**config.mk**
```make
export PLATFORM = sky130hd
export DESIGN_NAME = ea_operand_unit
export DESIGN_NICKNAME = d
export VERILOG_FILES = /design/src/rtl/ea_pkg.sv /design/src/rtl/ea_regfile.sv /design/src/rtl/ea_addr_unit.sv /design/src/rtl/ea_operand_unit.sv
export SDC_FILE = /design/constraint.sdc
export NUM_CORES = 2
export LEC_CHECK = 0
export BUFFER_PORTS_ARGS = -buffer_cell sky130_fd_sc_hd__buf_2
export CAP_MARGIN = 20
export CORE_ASPECT_RATIO = 1.25
export CORE_UTILIZATION = 55
export DETAILED_ROUTE_END_ITERATION = 6
export PLACE_DENSITY = 0.79
export REMOVE_ABC_BUFFERS = 1
export SYNTH_ARGS = -nofsm -noshare
export SYNTH_HDL_FRONTEND = slang
export SYNTH_HIERARCHICAL = 1
export SYNTH_SLANG_ARGS = --single-unit
export TNS_END_PERCENT = 30
```
**constraint.sdc**
```tcl
create_clock -name clk -period 6.7 [get_ports clk]
set_input_delay 1.34 -clock clk [delete_from_list [all_inputs] [get_ports clk]]
set_output_delay 1.34 -clock clk [all_outputs]
set_load 0.05 [all_outputs]
```
**src/rtl/ea_pkg.sv**
```systemverilog
package ea_pkg;

    localparam int XLEN = 32;

    typedef enum logic [1:0] {
        SZ_BYTE = 2'd0,
        SZ_WORD = 2'd1,
        SZ_LONG = 2'd2,
        SZ_RSVD = 2'd3
    } opsize_e;

    typedef enum logic [2:0] {
        EA_DREG    = 3'd0,
        EA_AREG    = 3'd1,
        EA_IND     = 3'd2,
        EA_POST    = 3'd3,
        EA_PRE     = 3'd4,
        EA_DISP    = 3'd5,
        EA_INDEX   = 3'd6,
        EA_SPECIAL = 3'd7
    } ea_mode_e;

    // register-field codes used under EA_SPECIAL
    localparam logic [2:0] SP_ABS16 = 3'd0;
    localparam logic [2:0] SP_ABS32 = 3'd1;
    localparam logic [2:0] SP_PCREL = 3'd2;
    localparam logic [2:0] SP_IMM   = 3'd4;

    typedef enum logic [2:0] {
        CL_REG,     // register direct
        CL_MEM,     // memory through address register, no extension
        CL_EXTMEM,  // extension fetch, then data access
        CL_EXTVAL,  // extension fetch supplies the result
        CL_BAD      // unsupported specifier
    } op_class_e;

    typedef enum logic [1:0] {
        ST_IDLE,
        ST_EXT,
        ST_DATA,
        ST_FIN
    } ea_state_e;

    typedef struct packed {
        ea_mode_e             mode;
        logic [2:0]           rsel;
        opsize_e              size;
        logic                 write;
        logic [XLEN-1:0]      wdata;
        logic [XLEN-1:0]      pc;
    } op_req_t;

    function automatic logic [2:0] size_bytes(opsize_e sz);
        case (sz)
            SZ_BYTE: return 3'd1;
            SZ_WORD: return 3'd2;
            default: return 3'd4;
        endcase
    endfunction

    function automatic logic [XLEN-1:0] fit(opsize_e sz, logic [XLEN-1:0] v);
        case (sz)
            SZ_BYTE: return {{(XLEN-8){1'b0}},  v[7:0]};
            SZ_WORD: return {{(XLEN-16){1'b0}}, v[15:0]};
            default: return v;
        endcase
    endfunction

    function automatic logic [XLEN-1:0] merge(opsize_e sz, logic [XLEN-1:0] old_v,
                                              logic [XLEN-1:0] new_v);
        case (sz)
            SZ_BYTE: return {old_v[XLEN-1:8],  new_v[7:0]};
            SZ_WORD: return {old_v[XLEN-1:16], new_v[15:0]};
            default: return new_v;
        endcase
    endfunction

    function automatic logic [XLEN-1:0] sext16(logic [15:0] v);
        return {{(XLEN-16){v[15]}}, v};
    endfunction

    function automatic op_class_e classify(ea_mode_e m, logic [2:0] r, opsize_e sz, logic wr);
        if (sz == SZ_RSVD) return CL_BAD;
        case (m)
            EA_DREG, EA_AREG:       return CL_REG;
            EA_IND, EA_POST, EA_PRE: return CL_MEM;
            EA_DISP:                return CL_EXTMEM;
            EA_SPECIAL: begin
                if (r == SP_ABS16 || r == SP_ABS32) return CL_EXTMEM;
                if (r == SP_PCREL || r == SP_IMM)   return wr ? CL_BAD : CL_EXTVAL;
                return CL_BAD;
            end
            default:                return CL_BAD;
        endcase
    endfunction

endpackage

```
**src/rtl/ea_regfile.sv**
```systemverilog
module ea_regfile
    import ea_pkg::*;
#(
    parameter int NREGS = 16,
    localparam int IDX_W = $clog2(NREGS)
) (
    input  logic              clk,
    input  logic              rst,
    input  logic [IDX_W-1:0]  rd_idx,
    output logic [XLEN-1:0]   rd_data,
    input  logic              we,
    input  logic [IDX_W-1:0]  wr_idx,
    input  opsize_e           wr_size,
    input  logic [XLEN-1:0]   wr_data
);

    logic [XLEN-1:0] regs [NREGS];

    for (genvar g = 0; g < NREGS; g++) begin : g_reg
        always_ff @(posedge clk) begin
            if (rst) begin
                regs[g] <= '0;
            end else if (we && wr_idx == IDX_W'(g)) begin
                regs[g] <= merge(wr_size, regs[g], wr_data);
            end
        end
    end

    assign rd_data = regs[rd_idx];


    byte_keep_upper_chk: assert property (@(posedge clk) disable iff (rst)
        (we && wr_size == SZ_BYTE) |=>
            (regs[$past(wr_idx)][XLEN-1:8] == $past(regs[wr_idx][XLEN-1:8])));


    word_keep_upper_chk: assert property (@(posedge clk) disable iff (rst)
        (we && wr_size == SZ_WORD) |=>
            (regs[$past(wr_idx)][XLEN-1:16] == $past(regs[wr_idx][XLEN-1:16])));

endmodule

```
**src/rtl/ea_addr_unit.sv**
```systemverilog
module ea_addr_unit
    import ea_pkg::*;
(
    input  ea_mode_e         mode,
    input  logic [2:0]       rsel,
    input  opsize_e          size,
    input  logic [XLEN-1:0]  areg,
    input  logic [XLEN-1:0]  ext,
    input  logic [XLEN-1:0]  pc,
    output logic [XLEN-1:0]  base_addr,
    output logic [XLEN-1:0]  ext_addr,
    output logic [XLEN-1:0]  pcrel_val,
    output logic [XLEN-1:0]  post_val,
    output logic [XLEN-1:0]  pre_val
);

    localparam logic [2:0] STACK_REG = 3'd7;

    logic [2:0] step;

    always_comb begin
        step = size_bytes(size);
        if (rsel == STACK_REG && size == SZ_BYTE) step = 3'd2;
    end

    assign post_val  = areg + XLEN'(step);
    assign pre_val   = areg - XLEN'(step);
    assign base_addr = (mode == EA_PRE) ? pre_val : areg;
    assign pcrel_val = pc + sext16(ext[15:0]) + XLEN'(2);

    always_comb begin
        ext_addr = areg + sext16(ext[15:0]);
        if (mode == EA_SPECIAL) begin
            if (rsel == SP_ABS32) ext_addr = ext;
            else                  ext_addr = sext16(ext[15:0]);
        end
    end

endmodule

```
**src/rtl/ea_operand_unit.sv**
```systemverilog
module ea_operand_unit
    import ea_pkg::*;
#(
    parameter int LEN_W    = 4,
    parameter int NUM_DREG = 8,
    parameter int NUM_AREG = 8,
    localparam int NREGS   = NUM_DREG + NUM_AREG,
    localparam int IDX_W   = $clog2(NREGS)
) (
    input  logic              clk,
    input  logic              rst,
    input  logic              start_i,
    input  logic              write_i,
    input  logic [2:0]        mode_i,
    input  logic [2:0]        reg_i,
    input  logic [1:0]        size_i,
    input  logic [31:0]       wdata_i,
    input  logic [31:0]       pc_i,
    input  logic [LEN_W-1:0]  len_i,
    output logic              busy_o,
    output logic              done_o,
    output logic              illegal_o,
    output logic [31:0]       result_o,
    output logic [2:0]        ext_bytes_o,
    output logic              mem_req_o,
    output logic              mem_we_o,
    output logic              mem_fetch_o,
    output logic [1:0]        mem_size_o,
    output logic [31:0]       mem_addr_o,
    output logic [31:0]       mem_wdata_o,
    input  logic [31:0]       mem_rdata_i,
    input  logic              mem_ready_i
);

    ea_state_e        state;
    op_req_t          op_in, op_q;
    op_class_e        cls_in;

    logic [XLEN-1:0]  result_q;
    logic [2:0]       extb_q;
    logic             illegal_q;
    logic             mem_req_q, mem_we_q, mem_fetch_q;
    opsize_e          mem_size_q;
    logic [XLEN-1:0]  mem_addr_q, mem_wdata_q;

    ea_mode_e         m_act;
    logic [2:0]       rsel_act;
    opsize_e          size_act;
    logic [IDX_W-1:0] rd_idx;
    logic [XLEN-1:0]  rf_rdata;

    logic             rf_we;
    logic [IDX_W-1:0] rf_widx;
    opsize_e          rf_wsize;
    logic [XLEN-1:0]  rf_wdata;

    logic [XLEN-1:0]  ext_val;
    logic [XLEN-1:0]  base_addr, ext_addr, pcrel_val, post_val, pre_val;
    logic             ext_long_in;

    always_comb begin
        op_in.mode  = ea_mode_e'(mode_i);
        op_in.rsel  = reg_i;
        op_in.size  = opsize_e'(size_i);
        op_in.write = write_i;
        op_in.wdata = wdata_i;
        op_in.pc    = pc_i;
    end

    assign cls_in = classify(op_in.mode, op_in.rsel, op_in.size, op_in.write);

    assign ext_long_in = (op_in.mode == EA_SPECIAL) &&
                         ((op_in.rsel == SP_ABS32) ||
                          (op_in.rsel == SP_IMM && op_in.size == SZ_LONG));

    // operand fields in use: live inputs while idle, latched copy afterwards
    assign m_act    = (state == ST_IDLE) ? op_in.mode : op_q.mode;
    assign rsel_act = (state == ST_IDLE) ? op_in.rsel : op_q.rsel;
    assign size_act = (state == ST_IDLE) ? op_in.size : op_q.size;
    assign rd_idx   = (m_act == EA_DREG) ? IDX_W'(rsel_act)
                                         : IDX_W'(rsel_act) + IDX_W'(NUM_DREG);

    assign ext_val  = fit(mem_size_q, mem_rdata_i);

    always_comb begin
        rf_we    = 1'b0;
        rf_widx  = rd_idx;
        rf_wsize = SZ_LONG;
        rf_wdata = '0;
        if (state == ST_IDLE && start_i && cls_in == CL_REG && op_in.write) begin
            rf_we    = 1'b1;
            rf_wsize = op_in.size;
            rf_wdata = op_in.wdata;
        end else if (state == ST_DATA && mem_ready_i &&
                     (op_q.mode == EA_POST || op_q.mode == EA_PRE)) begin
            rf_we    = 1'b1;
            rf_wdata = (op_q.mode == EA_POST) ? post_val : pre_val;
        end
    end

    ea_regfile #(.NREGS(NREGS)) u_rf (
        .clk     (clk),
        .rst     (rst),
        .rd_idx  (rd_idx),
        .rd_data (rf_rdata),
        .we      (rf_we),
        .wr_idx  (rf_widx),
        .wr_size (rf_wsize),
        .wr_data (rf_wdata)
    );

    ea_addr_unit u_addr (
        .mode      (m_act),
        .rsel      (rsel_act),
        .size      (size_act),
        .areg      (rf_rdata),
        .ext       (ext_val),
        .pc        (op_q.pc),
        .base_addr (base_addr),
        .ext_addr  (ext_addr),
        .pcrel_val (pcrel_val),
        .post_val  (post_val),
        .pre_val   (pre_val)
    );

    always_ff @(posedge clk) begin
        if (rst) begin
            state       <= ST_IDLE;
            op_q        <= '0;
            result_q    <= '0;
            extb_q      <= '0;
            illegal_q   <= 1'b0;
            mem_req_q   <= 1'b0;
            mem_we_q    <= 1'b0;
            mem_fetch_q <= 1'b0;
            mem_size_q  <= SZ_BYTE;
            mem_addr_q  <= '0;
            mem_wdata_q <= '0;
        end else begin
            case (state)
                ST_IDLE: begin
                    if (start_i) begin
                        op_q      <= op_in;
                        result_q  <= '0;
                        extb_q    <= '0;
                        illegal_q <= 1'b0;
                        case (cls_in)
                            CL_REG: begin
                                result_q <= op_in.write ? fit(op_in.size, op_in.wdata)
                                                        : fit(op_in.size, rf_rdata);
                                state    <= ST_FIN;
                            end
                            CL_MEM: begin
                                mem_req_q   <= 1'b1;
                                mem_we_q    <= op_in.write;
                                mem_fetch_q <= 1'b0;
                                mem_size_q  <= op_in.size;
                                mem_addr_q  <= base_addr;
                                mem_wdata_q <= fit(op_in.size, op_in.wdata);
                                state       <= ST_DATA;
                            end
                            CL_EXTMEM, CL_EXTVAL: begin
                                mem_req_q   <= 1'b1;
                                mem_we_q    <= 1'b0;
                                mem_fetch_q <= 1'b1;
                                mem_size_q  <= ext_long_in ? SZ_LONG : SZ_WORD;
                                mem_addr_q  <= pc_i + XLEN'(len_i);
                                state       <= ST_EXT;
                            end
                            default: begin
                                illegal_q <= 1'b1;
                                state     <= ST_FIN;
                            end
                        endcase
                    end
                end
                ST_EXT: begin
                    if (mem_ready_i) begin
                        extb_q <= (mem_size_q == SZ_LONG) ? 3'd4 : 3'd2;
                        if (op_q.mode == EA_SPECIAL && op_q.rsel == SP_PCREL) begin
                            result_q  <= pcrel_val;
                            mem_req_q <= 1'b0;
                            state     <= ST_FIN;
                        end else if (op_q.mode == EA_SPECIAL && op_q.rsel == SP_IMM) begin
                            result_q  <= fit(op_q.size, ext_val);
                            mem_req_q <= 1'b0;
                            state     <= ST_FIN;
                        end else begin
                            mem_we_q    <= op_q.write;
                            mem_fetch_q <= 1'b0;
                            mem_size_q  <= op_q.size;
                            mem_addr_q  <= ext_addr;
                            mem_wdata_q <= fit(op_q.size, op_q.wdata);
                            state       <= ST_DATA;
                        end
                    end
                end
                ST_DATA: begin
                    if (mem_ready_i) begin
                        mem_req_q <= 1'b0;
                        result_q  <= op_q.write ? mem_wdata_q : fit(op_q.size, mem_rdata_i);
                        state     <= ST_FIN;
                    end
                end
                default: state <= ST_IDLE;
            endcase
        end
    end

    assign busy_o      = (state != ST_IDLE);
    assign done_o      = (state == ST_FIN);
    assign illegal_o   = illegal_q;
    assign result_o    = result_q;
    assign ext_bytes_o = extb_q;
    assign mem_req_o   = mem_req_q;
    assign mem_we_o    = mem_we_q;
    assign mem_fetch_o = mem_fetch_q;
    assign mem_size_o  = mem_size_q;
    assign mem_addr_o  = mem_addr_q;
    assign mem_wdata_o = mem_wdata_q;


    bus_hold_chk: assert property (@(posedge clk) disable iff (rst)
        (mem_req_o && !mem_ready_i) |=>
            (mem_req_o && $stable(mem_addr_o) && $stable(mem_we_o) &&
             $stable(mem_size_o) && $stable(mem_fetch_o)));


    done_no_txn_chk: assert property (@(posedge clk) disable iff (rst)
        done_o |-> !mem_req_o);


    illegal_quiet_chk: assert property (@(posedge clk) disable iff (rst)
        (state == ST_IDLE && start_i && cls_in == CL_BAD) |=>
            (done_o && illegal_o && !mem_req_o && ext_bytes_o == 3'd0));


    sp_byte_step_chk: assert property (@(posedge clk) disable iff (rst)
        (state == ST_DATA && mem_ready_i && op_q.mode == EA_POST &&
         op_q.rsel == 3'd7 && op_q.size == SZ_BYTE) |=>
            (rf_rdata == $past(rf_rdata) + 32'd2));


    pcrel_write_chk: assert property (@(posedge clk) disable iff (rst)
        (done_o && op_q.write && op_q.mode == EA_SPECIAL && op_q.rsel == SP_PCREL)
            |-> illegal_o);

endmodule

```
=== Word-level counts from Yosys, hierarchy flattened ===
Memory sizes are Yosys's and may differ from the RTL's.
Index checks and enable logic that the tools add are counted.

* Logic and storage cells: 506
* Output and inout bits: 107
* Flip-flop bits (word level): 180
* Memories kept: 1
* Bits in writable memories: 512
* Input port bits: 113

{| class="wikitable"
|+ Memories
! memory !! depth !! width !! rd ports !! clocked after memory_dff !! wr ports !! RTL line !! text
|-
| u_rf.regs || 16 || 32 || 1 || 0 || 16 || ea_regfile.sv:17 || <nowiki>logic [XLEN-1:0] regs [NREGS];</nowiki>
|}

* Reductions and logical operators: 88
* Bitwise gates (word level): 48
* Add/subtract/negate cells: 7
* Multiplexer cells: 242
* Equality and inequality tests: 104

{| class="wikitable"
|+ Operator list
! cell !! count
|-
| 32-bit 2-to-1 mux || 55
|-
| 32-bit case mux with 2 select lines || 25
|-
| 16-bit 2-to-1 mux || 16
|-
| 8-bit 2-to-1 mux || 32
|-
| 3-bit inequality test, second input constant || 49
|-
| 32-bit case mux with 3 select lines || 1
|-
| 1-bit 2-to-1 mux || 77
|-
| 32-bit adder || 2
|-
| 3-bit AND reduction || 18
|-
| 1-bit OR || 48
|-
| 3-bit 2-to-1 mux || 13
|-
| 2-bit AND reduction || 17
|-
| 32-bit by 2-bit adder with 32-bit output, second input constant || 1
|-
| 32-bit by 3-bit adder with 32-bit output || 1
|-
| 32-bit by 4-bit adder with 32-bit output || 1
|-
| 4-bit equality test, second input constant || 8
|-
| 32-bit by 3-bit subtractor with 32-bit output || 1
|-
| 3-bit equality test, second input constant || 10
|-
| 1-bit logical AND || 26
|-
| 3-bit by 2-bit equality test with 1-bit output, second input constant || 7
|-
| 2-bit 2-to-1 mux || 10
|-
| 6-bit AND reduction || 3
|-
| 4-bit by 3-bit equality test with 1-bit output, second input constant || 4
|-
| 2-bit by 1-bit equality test with 1-bit output, second input constant || 6
|-
| other kinds (25) || 58
|}

=== Depth between registers and ports, before layout ===
* Depth after elaboration: 22
* Depth in mapped cells: 26
* Depth with buffers taken out: 22

=== By module ===
The synthesis kept the hierarchy.

{| class="wikitable"
|+ Modules (own cells, without submodules)
! module !! area each (um2) !! instances !! sequential area each (um2) !! cells an instance
|-
| ea_regfile || 22386.5 || 1 || 15374.7 || 1513
|-
| ea_operand_unit || 10319.9 || 1 || 3583.4 || 1331
|-
| ea_addr_unit || 5754.3 || 1 || 0.0 || 839
|}

=== Least setup slack after synthesis ===
Ideal clock, no wire load.

* Path kind: in2reg
* Start: input port mode_i[2]
* End: memory u_rf.regs[10][27], data pin
* Path buffers: 4
* Setup time: 0.266 ns
* Cell stages on the path: 21
* Path slack: 0.788 ns
* Data arrival time: 5.646 ns
* Data required time: 6.434 ns
* Cell sequence: clkbuf_1 > mux2_2 > or3_1 > and2_1 > clkbuf_1 > clkbuf_1 > a22oi_1 > nand2_1 > ha_1 > o21bai_1 > nand3_1 > nor3_1 > and4_1 > and4_1 > nand3_1 > xnor2_1 > mux2i_1 > o31ai_1 > nand2_1 > clkbuf_1 > nor2_1

{| class="wikitable"
|+ RTL lines
! element !! RTL line !! text
|-
| start, declared || ea_operand_unit.sv:14 || <nowiki>input logic [2:0] mode_i,</nowiki>
|-
| end, declared || ea_regfile.sv:17 ||
|}

==> metrics.txt <==
# TYPE chip_impl_metric gauge
chip_impl_metric{name="antenna_found_initial",unit=""} 2
chip_impl_metric{name="worst_ir_drop_vdd",unit="uV"} 323
chip_impl_metric{name="required",unit="ps"} 7170
chip_impl_metric{name="postRouteWirelength",unit="um"} 116000
chip_impl_metric{name="multi_input_area",unit="um^2"} 18000
chip_impl_info{name="tritoncts_clock_tree",value="done"} 1
chip_impl_metric{name="yosysUniqueCellTypes",unit=""} 89
chip_impl_metric{name="clock_latency",unit="ps"} 640
chip_impl_metric{name="cp_num_buf_inv",unit=""} 6
chip_impl_info{name="worst_setup_path_start_kind",value="flop"} 1
chip_impl_metric{name="yosysTopAreaCellShare",unit="%"} 40.0
chip_impl_metric{name="flow.area_growth_from_synthesis",unit="%"} 11.2
chip_impl_info{name="yosys_most_used_dff",value="edfxtp_1"} 1
chip_impl_metric{name="clkSinkCount",unit=""} 691
chip_impl_info{name="synth_area_leader_cell",value="edfxtp_1"} 1
chip_impl_metric{name="synthAdderAreaFrac",unit="%"} 3.71
chip_impl_metric{name="globalRouteOverflowTotal",unit=""} 0
chip_impl_info{name="ctsRootBufferMaster",value="clkbuf_16"} 1
chip_impl_metric{name="timing.max_slew.rel_slack",unit="%"} 24.4
chip_impl_info{name="cpMostUsedCell",value="buf_4"} 1
chip_impl_info{name="final_common_cell",value="nor2_1"} 1
chip_impl_metric{name="initial_core_utilization",unit="%"} 55.5
chip_impl_info{name="critPathLaunch",value="state[0]"} 1
chip_impl_metric{name="number_of_gates_given_a_new_drive_strength_after_cts",unit=""} 0
chip_impl_metric{name="cts-buffers-inserted",unit=""} 68
chip_impl_metric{name="syn_inst",unit=""} 3683
chip_impl_metric{name="synth-edff-count",unit=""} 512
chip_impl_info{name="hold_path.startpoint",value="op_q[44]"} 1
chip_impl_metric{name="place.gp.congestion",unit=""} 0.976
chip_impl_metric{name="post_route_cell_area",unit="um^2"} 42800
chip_impl_metric{name="fin_cells",unit=""} 4783
chip_impl_metric{name="muxShareOfSynthArea",unit="%"} 9.82
chip_impl_metric{name="seq_area_frac_synth",unit="%"} 49.3
chip_impl_metric{name="placementRows",unit=""} 108
chip_impl_info{name="setup_repair_after_global_routing_missed_its_margin",value="false"} 1
chip_impl_metric{name="drtIter0Drc",unit=""} 3867
chip_impl_metric{name="postSynthRegisterBits",unit=""} 691
chip_impl_metric{name="fin_max_slew_vios",unit=""} 0
chip_impl_metric{name="vias_per_cell",unit=""} 6.45
chip_impl_metric{name="post_synth_xor_area_fraction",unit="%"} 3.89
chip_impl_metric{name="power_density",unit="nW/um^2"} 458
chip_impl_metric{name="gr-usage-all-layers",unit="%"} 32.2
chip_impl_metric{name="drv_cap",unit=""} 0
chip_impl_metric{name="cp.arrival",unit="ps"} 6690
chip_impl_metric{name="critical-path-max-stage-delay",unit="ps"} 490
chip_impl_metric{name="filler_cell_count",unit=""} 5398
chip_impl_metric{name="max_freq",unit="MHz"} 161
chip_impl_metric{name="synth_area",unit="um^2"} 38500
chip_impl_metric{name="clk_path_buf_depth",unit=""} 3
chip_impl_metric{name="grt_first_pass_wirelength",unit="um"} 175000
chip_impl_metric{name="hold_buffers",unit=""} 0
chip_impl_metric{name="num_vias",unit=""} 30900
chip_impl_metric{name="io_pins",unit=""} 220
chip_impl_metric{name="grt_pass1_vias",unit=""} 30100
chip_impl_metric{name="timing.final.crit_period",unit="ps"} 6230
chip_impl_metric{name="yosysWarnings",unit=""} 6
chip_impl_metric{name="remaining_drc_errors",unit=""} 0
chip_impl_info{name="main_combinational_cell_family_by_area_after_synthesis",value="simple AND/OR/NAND/NOR gates"} 1
chip_impl_metric{name="drive_above_1_share",unit="%"} 16.7
chip_impl_metric{name="final_min_period_over_clock_period",unit="%"} 92.9
chip_impl_metric{name="numPortBuffers",unit=""} 218
chip_impl_metric{name="max_slew.worst_pin.slew",unit="ps"} 1130
chip_impl_metric{name="sequential_cell_area",unit="um^2"} 19000
chip_impl_metric{name="die_y",unit="um"} 298
chip_impl_metric{name="place_hpwl",unit="um"} 79700
chip_impl_metric{name="design.final.nets",unit=""} 4019
chip_impl_info{name="regToRegStartpoint",value="state[0]"} 1
chip_impl_metric{name="placeableCoreArea",unit="um^2"} 69300
chip_impl_metric{name="drt-pass1-iter-count",unit=""} 7
chip_impl_metric{name="setup_violations",unit=""} 0
chip_impl_metric{name="synth_compound_gate_area_share",unit="%"} 13.1
chip_impl_metric{name="chipWidth",unit="um"} 239
chip_impl_metric{name="drt-wirelength-per-cell",unit="um"} 24.2
chip_impl_metric{name="synthesis.area_per_instance",unit="um^2"} 10.4
chip_impl_metric{name="clkTransAtPathRegs",unit="ps"} 60
chip_impl_metric{name="asyncSetResetFlopFracSynth",unit="%"} 0
chip_impl_info{name="setup.worst_path.class",value="flop to flop"} 1
chip_impl_metric{name="cp_max_fo",unit=""} 62
chip_impl_info{name="hp-class",value="flop to flop"} 1
chip_impl_info{name="synth.area.top_cells",value="edfxtp_1, dfxtp_1, mux4_2, nor2_1, nand2_1"} 1
chip_impl_metric{name="power_leakage",unit="nW"} 16.4
chip_impl_metric{name="dp.cells",unit=""} 4658
chip_impl_info{name="critical_path_cell_by_cell",value="inv_1, ha_1, buf_4, mux2_8, buf_12, buf_4, mux4_2, a22oi_1, nand2_1, buf_4, nor4_1, buf_4, nor3b_1, and3_1, nand2_1, xnor2_1, mux2i_1, o31ai_1, nand2_1, nor2_1"} 1
chip_impl_metric{name="post_dp_cell_area",unit="um^2"} 40600
chip_impl_metric{name="yosys.area_share.simple",unit="%"} 16.1
chip_impl_info{name="timing.critical_path.max_delay_family",value="simple AND/OR/NAND/NOR gates"} 1
chip_impl_metric{name="grt_max_degree",unit=""} 111
chip_impl_info{name="most-common-layout-cells",value="nor2_1, edfxtp_1, nand2_1, buf_2, a21oi_1"} 1
chip_impl_metric{name="die_area",unit="um^2"} 71000
chip_impl_info{name="slowest_stage",value="mux2_8"} 1
chip_impl_info{name="setup.worst_path.end_class",value="flop"} 1
chip_impl_info{name="status",value="complete, no violations"} 1
chip_impl_metric{name="cts_h_tree_lvls",unit=""} 3
chip_impl_metric{name="worst_clock_skew",unit="ps"} 20.3
chip_impl_metric{name="post_cts_buffers",unit=""} 0
chip_impl_metric{name="timing_hold_violations_final",unit=""} 0
chip_impl_metric{name="drt.antenna.violating_nets",unit=""} 0
[kinds of logic after synthesis]
group           after synthesis
buf+inv                     376
flops                       691
xor+xnor                    171
compound gates              759
other cells                   1
simple gates               1358
fa+ha+maj                   111
mux                         216
[synthesized netlist by cell type, types with 56 or more instances]
| library cell | instances |
|---|---|
| ha_1 | 106 |
| and2_1 | 63 |
| mux4_2 | 128 |
| a21oi_1 | 193 |
| nand3_1 | 56 |
| edfxtp_1 | 512 |
| clkbuf_1 | 220 |
| o21ai_0 | 135 |
| dfxtp_1 | 179 |
| nand2_1 | 376 |
| a211oi_1 | 64 |
| a22oi_1 | 98 |
| mux2i_1 | 78 |
| xor2_1 | 70 |
| nor2_1 | 570 |
| and3_1 | 127 |
| xnor2_1 | 101 |
[layer usage]
layer | vias up | part of all wire (%) | routed length, um | track usage (%)
li1 | 13700 | - | - | -
met1 | 14900 | 37 | 42600 | 40.6
met2 | 1896 | 49 | 56200 | 53.9
met3 | 361 | 9.0 | 10400 | 4.08
met4 | 2 | 5.4 | 6300 | 17.3
met5 | - | 0.016 | 19 | 0
[sequential cells by signal (all words and copies together) (netlist names)]
signal       flops
state            2
op_q            73
mem_fetch_o      1
mem_req_o        1
u_rf/regs      512
ext_bytes_o      2
mem_size_o       2
mem_addr_o      32
result_o        32
mem_we_o         1
mem_wdata_o     32
illegal_o        1
[worst min-delay path: cells and delay by family (launching register included)]
kind	cells	cell delay [ps]
AO/OA/AOI/OAI	1	50
flip-flops	1	310
AND/OR/NAND/NOR	1	50
[stage by stage]
step	power, W	util, %	TNS, ps	hold slack [ps]	setup slack [ps]
global placement	0.0155	58.6	0	441	63.4
CTS	0.0194	61.7	0	454	533
finish	0.0196	61.7	0	455	474
detailed placement	0.0156	58.6	0	446	42.2
floorplan	0.0126	-	-624460	430	-1370
global route	0.0205	61.7	0	473	157
[power breakdown]
part / leakage, nW / switching, W / internal [W] / total [W]
combinational: 8.63 / 0.00681 / 0.00361 / 0.0104
sequential: 6.76 / 0.000335 / 0.00509 / 0.00542
clock: 1.04 / 0.00166 / 0.00209 / 0.00375
[final timing paths]
check / end / slack [ps] / cells after the start
max: u_rf/regs[15][31] / 470 / 20
min: op_q[44] / 460 / 2
max reg2reg: u_rf/regs[15][31] / 470 / 20
min reg2reg: op_q[44] / 460 / 2
[final cells by class]
type | count | area share, %
Timing Repair Buffer | 365 | 5.27
Antenna cell | 1 | 0.00585
Multi-Input combinational cell | 2616 | 42.2
Clock buffer | 90 | 4.36
Inverter | 53 | 0.465
Tap cell | 935 | 2.74
Clock inverter | 32 | 0.641
Sequential cell | 691 | 44.3
Note: power is estimated with default switching activity, not from simulation.
